$ cat config.mk
export PLATFORM = sky130hd
export DESIGN_NAME = bcd_updown_stage
export DESIGN_NICKNAME = d
export VERILOG_FILES = /design/src/rtl/bcd_cnt_pkg.sv /design/src/rtl/ctl_sync.sv /design/src/rtl/rise_detect.sv /design/src/rtl/digit_core.sv /design/src/rtl/bcd_updown_stage.sv
export SDC_FILE = /design/constraint.sdc
export NUM_CORES = 1
export LEC_CHECK = 0
export BUFFER_PORTS_ARGS = -buffer_cell sky130_fd_sc_hd__buf_2
export CORE_MARGIN = 2
export CORE_UTILIZATION = 52
export DETAILED_ROUTE_END_ITERATION = 12
export GPL_TIMING_DRIVEN = 0
export PLACE_DENSITY = 0.75
export SLEW_MARGIN = 30
export SYNTH_ARGS = -nofsm -noshare
export SYNTH_HDL_FRONTEND = slang
export SYNTH_SLANG_ARGS = --single-unit
$ cat constraint.sdc
create_clock -name clk -period 1.64 [get_ports clk]
set_input_delay 0.492 -clock clk [delete_from_list [all_inputs] [get_ports clk]]
set_output_delay 0.492 -clock clk [all_outputs]
set_load 0.02 [all_outputs]
$ cat src/rtl/bcd_cnt_pkg.sv
package bcd_cnt_pkg;

    localparam int DIGIT_W = 4;
    localparam logic [DIGIT_W-1:0] DIGIT_MAX = 4'd9;

    typedef logic [DIGIT_W-1:0] digit_t;

    // Control bundle that crosses into the system clock domain together
    typedef struct packed {
        logic   up;
        logic   dn;
        logic   clr;
        logic   ld_n;
        digit_t val;
    } ctl_t;

    localparam int CTL_W = $bits(ctl_t);
    localparam ctl_t CTL_IDLE = '{up: 1'b1, dn: 1'b1, clr: 1'b0, ld_n: 1'b1, val: '0};

    typedef enum logic [2:0] {
        OP_HOLD,
        OP_CLEAR,
        OP_LOAD,
        OP_INC,
        OP_DEC
    } digit_op_e;

    function automatic digit_t bcd_inc(input digit_t d);
        return (d >= DIGIT_MAX) ? '0 : digit_t'(d + 1'b1);
    endfunction

    function automatic digit_t bcd_dec(input digit_t d);
        return (d == '0 || d > DIGIT_MAX) ? DIGIT_MAX : digit_t'(d - 1'b1);
    endfunction

endpackage

$ cat src/rtl/ctl_sync.sv
module ctl_sync #(
    parameter int          W       = 8,
    parameter int          STAGES  = 2,
    parameter logic [W-1:0] RST_VAL = '0
) (
    input  logic         clk,
    input  logic         rst,
    input  logic [W-1:0] d_in,
    output logic [W-1:0] d_out
);
    logic [W-1:0] pipe [STAGES];

    for (genvar s = 0; s < STAGES; s++) begin : g_stage
        if (s == 0) begin : g_first
            always_ff @(posedge clk) begin
                if (rst) pipe[s] <= RST_VAL;
                else     pipe[s] <= d_in;
            end
        end else begin : g_rest
            always_ff @(posedge clk) begin
                if (rst) pipe[s] <= RST_VAL;
                else     pipe[s] <= pipe[s-1];
            end
        end
    end

    assign d_out = pipe[STAGES-1];
endmodule

$ cat src/rtl/rise_detect.sv
module rise_detect #(
    parameter int           W       = 2,
    parameter logic [W-1:0] RST_VAL = '1
) (
    input  logic         clk,
    input  logic         rst,
    input  logic [W-1:0] lvl,
    output logic [W-1:0] rise
);
    logic [W-1:0] prev_q;

    always_ff @(posedge clk) begin
        if (rst) prev_q <= RST_VAL;
        else     prev_q <= lvl;
    end

    for (genvar b = 0; b < W; b++) begin : g_bit
        assign rise[b] = lvl[b] & ~prev_q[b];
    end
endmodule

$ cat src/rtl/digit_core.sv
module digit_core
    import bcd_cnt_pkg::*;
(
    input  logic      clk,
    input  logic      rst,
    input  digit_op_e op,
    input  digit_t    ld_val,
    output digit_t    digit
);
    digit_t digit_q, digit_d;

    always_comb begin
        unique case (op)
            OP_CLEAR: digit_d = '0;
            OP_LOAD:  digit_d = ld_val;
            OP_INC:   digit_d = bcd_inc(digit_q);
            OP_DEC:   digit_d = bcd_dec(digit_q);
            default:  digit_d = digit_q;
        endcase
    end

    always_ff @(posedge clk) begin
        if (rst) digit_q <= '0;
        else     digit_q <= digit_d;
    end

    assign digit = digit_q;
endmodule

$ cat src/rtl/bcd_updown_stage.sv
module bcd_updown_stage
    import bcd_cnt_pkg::*;
#(
    parameter int SYNC_STAGES = 2
) (
    input  logic         clk,
    input  logic         rst,
    input  logic         clear,
    input  logic         load_n,
    input  logic [3:0]   load_val,
    input  logic         up_clk,
    input  logic         dn_clk,
    output logic [3:0]   digit,
    output logic         carry_n,
    output logic         borrow_n
);
    ctl_t raw_ctl, syn_ctl;
    logic [CTL_W-1:0] syn_vec;
    logic [1:0] edge_vec;

    logic   up_s, dn_s, clr_s, ld_n_s, up_rise, dn_rise;
    digit_t ld_val_s, digit_w;
    digit_op_e op;

    assign raw_ctl = '{up: up_clk, dn: dn_clk, clr: clear, ld_n: load_n, val: load_val};

    ctl_sync #(
        .W       (CTL_W),
        .STAGES  (SYNC_STAGES),
        .RST_VAL (CTL_IDLE)
    ) sync_i (
        .clk   (clk),
        .rst   (rst),
        .d_in  (raw_ctl),
        .d_out (syn_vec)
    );

    assign syn_ctl  = ctl_t'(syn_vec);
    assign up_s     = syn_ctl.up;
    assign dn_s     = syn_ctl.dn;
    assign clr_s    = syn_ctl.clr;
    assign ld_n_s   = syn_ctl.ld_n;
    assign ld_val_s = syn_ctl.val;

    rise_detect #(
        .W       (2),
        .RST_VAL (2'b11)
    ) edge_i (
        .clk  (clk),
        .rst  (rst),
        .lvl  ({up_s, dn_s}),
        .rise (edge_vec)
    );

    assign up_rise = edge_vec[1];
    assign dn_rise = edge_vec[0];

    // Priority: clear, then load, then a qualified up edge, then a qualified down edge
    always_comb begin
        if (clr_s)                 op = OP_CLEAR;
        else if (!ld_n_s)          op = OP_LOAD;
        else if (up_rise && dn_s)  op = OP_INC;
        else if (dn_rise && up_s)  op = OP_DEC;
        else                       op = OP_HOLD;
    end

    digit_core core_i (
        .clk    (clk),
        .rst    (rst),
        .op     (op),
        .ld_val (ld_val_s),
        .digit  (digit_w)
    );

    assign digit    = digit_w;
    assign carry_n  = ~((digit_w == DIGIT_MAX) && !up_s);
    assign borrow_n = ~((digit_w == '0) && !dn_s);
endmodule

* After elaboration in Yosys (flattened, before gate mapping) *
Memories as Yosys holds them, arrays and structs flattened.
Index checks and enable logic that the tools add are counted.

cells by class
  shift operators = 0
  magnitude comparators = 2
  multipliers = 0
  div/mod/pow operators = 0
  equal/unequal tests = 5
  reductions and logical operators = 9
  add/sub/neg operators = 2
  bitwise gates (word level) = 8
  muxes and demuxes = 12

operator list
  operator               number
  $mux W8                2
  $pmux W4 S4            1
  $mux W3                4
  $mux W4                2
  $eq A3 B2 Y1 const B   2
  $add A4 B1 Y4 const B  1
  $eq A4 B4 Y1 const B   1
  $ge A4 B4 Y1 const B   1
  $gt A4 B4 Y1 const B   1
  $logic_and A1 B1 Y1    4
  $logic_not A4 Y1       1
  $not A1 Y1             4
  $reduce_bool A4 Y1     1
  $sub A4 B1 Y4 const B  1
  $eq A3 B1 Y1 const B   1
  $eq A3 B3 Y1 const B   1
  $mux W1                3
  $and A1 B1 Y1          2
  $logic_not A1 Y1       2
  $or A1 B1 Y1           2
  $logic_or A1 B1 Y1     1

word-level totals
  register bits = 6
  output and inout bits = 6
  latch bits = 0
  memory bits (writable) = 16
  memories kept = 1
  bits in read-only memories = 0

memories
  name         words  width  rd ports  clocked after memory_dff  write ports  RTL line        RTL
  sync_i.pipe  2      8      2         0                         2            ctl_sync.sv:11  logic [W-1:0] pipe [STAGES];

* Longest topological paths before layout *
Gate-level depths: netlist (run 1).

  depth in word-level cells = 9
  gate-level depth with buffers = 7
  gate-level depth less buffers = 7

* Cells and area by module *
A second synthesis (run 1) with hierarchy kept.

second synthesis, totals
  cells, all modules = 97
  area total of the unflattened synthesis = 977.2 sq um

by module, submodules not included
  module            cells each  area each (sq um)  instances
  ctl_sync          33          439.2              1
  digit_core        49          419.2              1
  rise_detect       6           65.1               1
  bcd_updown_stage  9           53.8               1

* Least setup slack after synthesis (run 1) *
OpenSTA, ideal clock, no wires.

  kind = reg-to-output
  from = register core_i.digit_q[3], in the netlist core_i.digit[3]
  to = output port carry_n
  path buffers = 1
  slack = -79 ps
  cell stages (with the launch flop) = 4
  data arrival time = 1227 ps
  data required time = 1148 ps
  path through = dfxtp_1 buf_2 nand2b_1 or3b_1

on the way
  cells in the longest elaborated chain, start to end = 3

RTL lines
  item                      RTL line                RTL
  start: declaration        digit_core.sv:10        digit_t digit_q, digit_d;
  start signal: assignment  digit_core.sv:24        else digit_q <= digit_d;
  $eq A4 B4 Y1              bcd_updown_stage.sv:76  assign carry_n = ~((digit_w == DIGIT_MAX) && !up_s);
  $logic_and A1 B1 Y1       bcd_updown_stage.sv:76
  $not A1 Y1                bcd_updown_stage.sv:76
  end: declaration          bcd_updown_stage.sv:14  output logic carry_n,

Every way passes these cells.

* Final worst setup path (run 1) *
  from = register core_i.digit_q[1], in the netlist core_i.digit[1]
  to = output port carry_n

Same word-level chain as after synthesis.

==> impl_metrics.ini, run 1 <==
[flow_run]
cap_violations = 0

[yosys]
avgSynthCellArea_um2 = 10.41
synth_edf_count = 0
synth_top_area_cell = dfxtp_1
yosysSeqAreaShare = 0.4979
yosys_warnings = 0
syn_nets = 98
synth-seq-cells = 22
yosys-top-cells-area = dfxtp_1 50%, nor2b_1 7.1%, ha_1 4.2%
post-synth-top-count-cell = dfxtp_1
syn_inst = 85
ys_top_cells_by_count = 22 x dfxtp_1, 10 x nor2b_1, 6 x nand2_1, 6 x or2_2
synth_cell_types = 30
synth_top_area_share = 0.4979
syn-cell-area_um2 = 884.6
synth_flop_cell = dfxtp_1
async_flop_share = 0

[run_status]
violations = setup timing
status = complete, but fails checks

[drt]
drt-total-wl_um = 1848
dr.pass1.iters = 4
drt-wirelength-per-cell_um = 14.44
num_vias = 700
drtAntennaViolNets = 0
viasPerCell = 5.469
drc = 0
drt_iter0_markers = 25

[timing]
final.period_utilization = 1.141
setup_ws_ns = -0.2316
fin_crit_ns = 1.872
rsz0062_at_grt = yes
whs_ns = 0.3647
tightest_slew_ns = 0.5598
setup_viol = 4
slew_headroom = 0.6243
tns_ns = -0.5960
fmax_mhz = 534.3
finalHoldViolations = 0
finClkSkew_ns = 0.006068
slew_viol_final = 0

[cts]
clk_latency_ns = 0.30
cts_sinks = 22
cts_root_buf = clkbuf_4
clock_path_buffers = 2
tritoncts = done
clk_pin_slew_ns = 0.12
htreeDepth = 1
numCtsBuffers = 3

[setup_path]
cp_max_fo = 3
cp.required_ns = 1.15
worst-setup-path-type = reg2out
cp.arrival_ns = 1.38
worst_setup_path_start_kind = flip-flop
crit_path_end_kind = primary output

[final_layout]
drive_gt1_frac = 0.4732
area_growth_pct = 35.78
layout.nets = 126
diodes = 0

[global_routing]
grt_remaining_overflow = 0
antenna_found_initial = 0
grt_pass1_vias = 615
groute.usage.overall = 0.1948
grt_max_degree = 14
grt_pass1_wl_um = 2732

[die]
die_y_um = 45.25
io_pins = 16
fp.coreArea_mm2 = 0.001559
rows = 14
die_w_um = 45.25
initial_core_util = 0.5674
dieArea_mm2 = 0.002047

[place]
gp_congestion = 0.7597
hpwl_um = 987.1
port_buffers = 15
dp_slack_ns = 0.0004624

[pwr]
powerDensity_mw_per_mm2 = 918.0
finalPower_mw = 1.103
peakVddDrop_uv = 651.7
p_leak_nw = 0.5032

[worst_hold_path]
min_path_type = in2reg
placed cells by master, fill, tap and decap left out, types with 2 or more instances in the layout:
master,instances
a222oi_1,2
a22oi_1,2
a31oi_1,2
buf_2,13
buf_4,6
buf_6,4
clkbuf_1,2
clkbuf_4,3
dfxtp_1,18
dfxtp_4,3
ha_4,2
nand2_1,5
nand2b_1,2
nor2_1,3
nor2b_1,10
or2_1,2
or2_2,6
xor2_1,2
final timing paths:
kind	from	endpoint	depth (start not counted)	slack [ns]
worst max-delay path	core_i.digit[1]$_SDFFE_PP0P_	carry_n	4	-0.23
worst max register to register	core_i.digit[1]$_SDFFE_PP0P_	core_i.digit[2]$_SDFFE_PP0P_	9	-0.12
worst min register to register	sync_i.pipe[0][6]$_SDFF_PP1_	sync_i.pipe[1][6]$_SDFF_PP1_	1	0.42
worst min-delay path	up_clk	sync_i.pipe[0][7]$_SDFF_PP1_	2	0.36
flip-flops by register name (all words and copies together), names as in the netlist:
signal / count
sync_i.pipe: 16
core_i.digit: 4
edge_i.prev_q: 2
critical path, stage by stage (launching register included):
cell and delay, ns:
dfxtp_4 0.38, inv_4 0.06, ha_4 0.12, or3b_4 0.37, buf_6 0.14
where the power goes:
group | internal [mW] | switching (mW) | total [mW] | leakage (nW)
clock | 0.247 | 0.155 | 0.402 | 0.0279
combinational | 0.0673 | 0.0660 | 0.133 | 0.291
sequential | 0.554 | 0.0135 | 0.567 | 0.184
per-layer routing:
layer | wire, um | global-route usage
met5 | 0 | 0
met3 | 80 | 0.02400
met4 | 52 | 0.1059
met1 | 713 | 0.2121
met2 | 1002 | 0.3600
through the flow:
stage | cell area [um2] | utilization | instances
5_1_grt | 1201 | 0.7705 | 128
3_5_place_dp | 985.9 | 0.6324 | 116
3_3_place_gp | 985.9 | 0.6324 | 116
2_1_floorplan | 890.9 | - | 85
4_1_cts | 1166 | 0.7480 | 126
6_report | 1201 | 0.7705 | 128
what timing repair did:
action / 4_1_cts / 5_1_grt
hold buffers: 0 / 0
pin swaps: 5 / 9
endpoints found under the setup margin: 6 / 6
gates resized for setup: 24 / 4
buffers inserted: 6 / 2
cells by family (layout without fill, tap and decap cells):
family | Yosys count | in the layout | share of synthesized area
AO/OA/AOI/OAI | 14 | 14 | 0.1287
flip-flops | 22 | 22 | 0.4979
adder cells (fa/ha/maj) | 3 | 3 | 0.04244
buffers and inverters | 6 | 33 | 0.02687
XOR/XNOR | 3 | 3 | 0.02971
AND/OR/NAND/NOR | 37 | 37 | 0.2744
cell type report:
type                            instances  area, um2
Fill cell                             114      357.8
Clock buffer                            3      22.52
Inverter                                3      13.76
Multi-Input combinational cell         57      484.2
Clock inverter                          1      30.03
Buffer                                  3      22.52
Timing Repair Buffer                   23      155.1
Tap cell                               16      20.02
Sequential cell                        22      452.9
No activity file was read; power rests on OpenSTA's default activity.
==> run 2: changes to the inputs <==
--- a/config.mk
+++ b/config.mk
@@ -5,12 +5,13 @@
 export SDC_FILE = /design/constraint.sdc
 export NUM_CORES = 1
 export LEC_CHECK = 0
+export ABC_AREA = 1
 export BUFFER_PORTS_ARGS = -buffer_cell sky130_fd_sc_hd__buf_2
 export CORE_MARGIN = 2
-export CORE_UTILIZATION = 52
+export CORE_UTILIZATION = 53
 export DETAILED_ROUTE_END_ITERATION = 12
 export GPL_TIMING_DRIVEN = 0
-export PLACE_DENSITY = 0.75
+export PLACE_DENSITY = 0.76
 export SLEW_MARGIN = 30
 export SYNTH_ARGS = -nofsm -noshare
 export SYNTH_HDL_FRONTEND = slang
==> impl_metrics.ini, run 2 <==
[drt]
drc = 0
drtAntennaViolNets = 0
viasPerCell = 4.730
drt_iter0_markers = 4
num_vias = 842
drt-total-wl_um = 1834
dr.pass1.iters = 4
drt-wirelength-per-cell_um = 10.30

[cts]
tritoncts = done
ctsHoldBuffers = 0
clock_path_buffers = 2
clk_pin_slew_ns = 0.11
cts_sinks = 22
htreeDepth = 1
clk_latency_ns = 0.29
numCtsBuffers = 3
cts_root_buf = clkbuf_4

[worst_hold_path]
hold_path_end = sync_i.pipe[0][4]$_SDFF_PP1_
hold_depth = 2
min_path_type = in2reg
hp-start = load_n

[yosys]
syn_inst = 132
avgSynthCellArea_um2 = 7.526
synth-seq-cells = 22
yosys-top-cells-area = dfxtp_1 44%, inv_1 11%, nand3_1 7.1%
ys_top_cells_by_count = 30 x inv_1, 22 x dfxtp_1, 18 x nand2_1
synth_top_area_share = 0.4433
yosys_warnings = 0
synth_flop_cell = dfxtp_1
synth_edf_count = 0
synth_cell_types = 21
async_flop_share = 0
synth_top_area_cell = dfxtp_1
syn_nets = 145
yosysSeqAreaShare = 0.4433
syn-cell-area_um2 = 993.5
post-synth-top-count-cell = inv_1

[setup_path]
r2r-start = core_i.digit[0]$_SDFFE_PP0P_
slowest_stage = dfxtp_4
path_cells = inv_4, ha_4, nand4_1, buf_4
worst-setup-path-type = reg2out
critPathTopFamily = flip-flops
r2r_end = core_i.digit[3]$_SDFFE_PP0P_
cp.arrival_ns = 1.13
slowest_delay_ns = 0.39
worst-path-buf-inv = 2
worst_setup_path_start_kind = flip-flop
reg2reg_slack_ns = 0.31
crit_path_end_kind = primary output
r2r_cells = 10
cp_max_fo = 5
cp.required_ns = 1.15

[timing]
fin_crit_ns = 1.620
rsz0062_at_grt = yes
setup_viol = 0
slew_headroom = 0.7431
slew_viol_final = 0
finalHoldViolations = 0
fmax_mhz = 617.1
finClkSkew_ns = 0.003973
tightest_slew_ns = 0.3837
final.period_utilization = 0.9881
tns_ns = 0

[final_layout]
largest_reg_flops = 16
diodes = 0
layout_common_cells = 27 x inv_1, 18 x nand2_1, 18 x dfxtp_1
area_growth_pct = 20.40
drive_gt1_frac = 0.3268
layout.cells.non_filler = 178
layout.nets = 168
largest-register = sync_i.pipe
final_common_cell = inv_1

[global_routing]
grt_max_degree = 12
groute.usage.overall = 0.1795
grt_pass1_vias = 712
grt_remaining_overflow = 0
grt_pass1_wl_um = 2780
antenna_found_initial = 0

[die]
die_w_um = 47.30
rows = 15
dieArea_mm2 = 0.002237
initial_core_util = 0.5692
fp.coreArea_mm2 = 0.001745
io_pins = 16
die_y_um = 47.30

[place]
port_buffers = 15
dp_cells = 172
gp_congestion = 0.8625
hpwl_um = 1230

[pwr]
peakVddDrop_uv = 559.1
powerDensity_mw_per_mm2 = 751.8
p_leak_nw = 0.6348

[run_status]
status = finished clean

[flow_run]
cap_violations = 0
==> run 2: power by group <==
part           switching (mW)  total, mW  internal (mW)
combinational          0.0615      0.109         0.0471
sequential             0.0127      0.567          0.555
clock                   0.138      0.223         0.0853
==> run 2: kinds of logic (layout without fill, tap and decap cells) <==
| logic type | Yosys count | count (layout) | synth area share |
|---|---|---|---|
| xor+xnor | 1 | 1 | 0.008818 |
| compound gates | 6 | 6 | 0.04408 |
| simple gates | 67 | 67 | 0.3375 |
| buf+inv | 33 | 54 | 0.1285 |
| fa+ha+maj | 3 | 3 | 0.03779 |
| flops | 22 | 22 | 0.4433 |
==> run 2: final cells by class <==
cell class / count / area [um2]
Buffer: 1 / 3.754
Timing Repair Buffer: 19 / 113.9
Sequential cell: 22 / 450.4
Inverter: 31 / 123.9
Tap cell: 25 / 31.28
Multi-Input combinational cell: 77 / 450.4
Fill cell: 158 / 549.3
Clock buffer: 3 / 22.52
==> run 2: metal layers <==
layer	wire length (um)	GRT usage
met1	715	0.1995
met5	0	0
met2	1016	0.3081
met4	36	0.1333
met3	67	0.02308
==> run 2: stage by stage <==
step           total power, mW  hold WS, ns  worst slack, ns  instance area [um2]    util
2_1_floorplan           0.6470       0.3883          0.01242                993.5       -
3_3_place_gp            0.6715       0.3894          0.03966                 1100  0.6301
3_5_place_dp            0.6759       0.3920         0.005702                 1100  0.6301
4_1_cts                 0.9128       0.3622         -0.02842                 1172  0.6717
5_1_grt                 0.9512       0.3573         -0.02344                 1196  0.6853
6_report                0.8993       0.3756          0.01956                 1196  0.6853
==> run 2: worst max path at each step <==
stage	from	to	slack [ns]	cells past startpoint
after floorplan	core_i.digit[0]$_SDFFE_PP0P_	borrow_n	0.01	3
after global placement	core_i.digit[0]$_SDFFE_PP0P_	borrow_n	0.04	4
after detailed placement	core_i.digit[0]$_SDFFE_PP0P_	borrow_n	0.006	4
after CTS	core_i.digit[1]$_SDFFE_PP0P_	carry_n	-0.03	4
after global routing	core_i.digit[0]$_SDFFE_PP0P_	borrow_n	-0.02	4
final	core_i.digit[0]$_SDFFE_PP0P_	borrow_n	0.02	4
==> run 2: repair_timing <==
action                     in CTS  in global routing
setup endpoints to repair       2                  2
pin swaps                       0                  3
hold endpoints to repair        0                  0
resized for setup              12                  7
buffers inserted                3                  1
==> run 3: changes to the inputs <==
--- a/config.mk
+++ b/config.mk
@@ -8,10 +8,10 @@
 export ABC_AREA = 1
 export BUFFER_PORTS_ARGS = -buffer_cell sky130_fd_sc_hd__buf_2
 export CORE_MARGIN = 2
-export CORE_UTILIZATION = 53
+export CORE_UTILIZATION = 37
 export DETAILED_ROUTE_END_ITERATION = 12
 export GPL_TIMING_DRIVEN = 0
-export PLACE_DENSITY = 0.76
+export RECOVER_POWER = 100
 export SLEW_MARGIN = 30
 export SYNTH_ARGS = -nofsm -noshare
 export SYNTH_HDL_FRONTEND = slang
==> impl_metrics.ini, run 3 (synthesis gave the netlist of run 2 again) <==
[run_status]
status = finished clean

[setup_path]
worst-setup-path-type = reg2out
cp.arrival_ns = 1.13
reg2reg_slack_ns = 0.09
worst_setup_path_start_kind = flip-flop
worstSetupStartpoint = core_i.digit[1]$_SDFFE_PP0P_
r2r-start = core_i.digit[0]$_SDFFE_PP0P_
path_cells = inv_4, ha_4, nand4_1, buf_4
crit_path_end_kind = primary output
r2r_end = core_i.digit[1]$_SDFFE_PP0P_
cp_max_fo = 2
cp.required_ns = 1.15
r2r_cells = 12
slowest_stage = dfxtp_4
slowest_delay_ns = 0.37

[die]
die_w_um = 55.82
rows = 18
io_pins = 16
dieArea_mm2 = 0.003115
fp.coreArea_mm2 = 0.002500
initial_core_util = 0.3974
die_y_um = 55.82

[place]
port_buffers = 15
hpwl_um = 1234
gp_congestion = 0.8526
dp_slack_ns = -0.002657

[global_routing]
grt_pass1_wl_um = 2987
antenna_found_initial = 0
grt_max_degree = 14
groute.usage.overall = 0.1196
grt_pass1_vias = 719
grt_remaining_overflow = 0

[cts]
htreeDepth = 1
clk_pin_slew_ns = 0.12
clock_path_buffers = 2
tritoncts = done
cts_sinks = 22
cts_root_buf = clkbuf_4
clk_latency_ns = 0.30
numCtsBuffers = 3

[worst_hold_path]
hold_path_end = sync_i.pipe[0][6]$_SDFF_PP1_
min_path_type = in2reg
hp-start = dn_clk
hold_depth = 2

[drt]
drt-wirelength-per-cell_um = 9.519
dr.pass1.iters = 4
drt-total-wl_um = 1761
num_vias = 813
viasPerCell = 4.395
drc = 0
drtAntennaViolNets = 0
drt_iter0_markers = 13

[final_layout]
fillers = 249
layout_common_cells = 27 x inv_1, 20 x nand2_1, 18 x dfxtp_1
final_common_cell = inv_1
largest_reg_flops = 16
area_growth_pct = 23.80
largest-register = sync_i.pipe
drive_gt1_frac = 0.3161
layout.nets = 169
diodes = 0

[timing]
rsz0062_at_grt = yes
tns_ns = 0
tightest_slew_ns = 0.3929
finClkSkew_ns = 0.005923
slew_headroom = 0.7381
setup_viol = 0
slew_viol_final = 0
fin_crit_ns = 1.617
whs_ns = 0.3681
finalHoldViolations = 0
final.period_utilization = 0.9860
fmax_mhz = 618.4
setup_ws_ns = 0.02300

[pwr]
combPwrFrac = 0.102
p_sw_mw = 0.2269
power_frac_seq = 0.527
powerDensity_mw_per_mm2 = 875.2
switching_share = 0.2108
p_leak_nw = 0.6476
intPower_mw = 0.8495
peakVddDrop_uv = 627.1
clockPowerShare = 0.371

[flow_run]
cap_violations = 0
## run 3: changes by cell type in the layout (fill, tap and decap cells not counted)
cell,delta
buf_2,-2
buf_4,+2
nand2_1,+2
nand2_2,-2
buf_6,-1
bufinv_16,+1
clkbuf_1,+1
clkbuf_2,+1
## run 3: critical path, delay by kind of cell (launching register included)
kind	cells	cell delay, ns
DFF	1	0.37
buffers and inverters	2	0.24
adders and majority gates	1	0.13
and+or+nand+nor	1	0.08
## run 3: timing repair
item / CTS / global route
setup buffers: 4 / 1
endpoints found under the setup margin: 2 / 2
cloned: 0 / 0
pin swaps: 4 / 2
hold buffers: 0 / 0
resized for setup: 17 / 1
## run 3: area by class of cell
cell class	instances	area [um2]	area share
tap	30	37.54	0.03052
clock buffer	3	22.52	0.01831
clock inverter	1	30.03	0.02442
multi-input combinational	77	445.4	0.3622
sequential	22	450.4	0.3662
timing repair buffer	20	116.4	0.09461
buffer	1	3.754	0.003052
inverter	31	123.9	0.1007
## run 3: how the worst max path moves through the flow
stage,cells after the start,to
3_3_place_gp,4,borrow_n
2_1_floorplan,3,borrow_n
4_1_cts,4,carry_n
3_5_place_dp,4,borrow_n
5_1_grt,4,carry_n
6_report,4,carry_n
## run 3: power groups by stage
stage | Sequential (mW) | Clock, mW | Combinational, mW
6_report | 0.567 | 0.400 | 0.110
5_1_grt | 0.570 | 0.440 | 0.125
4_1_cts | 0.565 | 0.412 | 0.112
3_5_place_dp | 0.579 | 0 | 0.0971
3_3_place_gp | 0.578 | 0 | 0.0941
2_1_floorplan | 0.581 | 0 | 0.0664
## run 3: metrics by stage
stage | total power, mW | util | instances | cell area, um2
after floorplan | 0.6470 | - | 132 | 993.5
after global placement | 0.6726 | 0.4424 | 177 | 1106
after detailed placement | 0.6760 | 0.4424 | 177 | 1106
after CTS | 1.089 | 0.4940 | 185 | 1235
after global routing | 1.134 | 0.4920 | 185 | 1230
final | 1.076 | 0.4920 | 185 | 1230
## run 3: routing by layer
metal / GRT usage / share of wire / up-vias
met5: 0 / 0 / -
met4: 0.05102 / 0.0080 / 0
met3: 0.02558 / 0.036 / 2
met2: 0.2194 / 0.51 / 15
met1: 0.1318 / 0.45 / 355
li1: - / - / 441
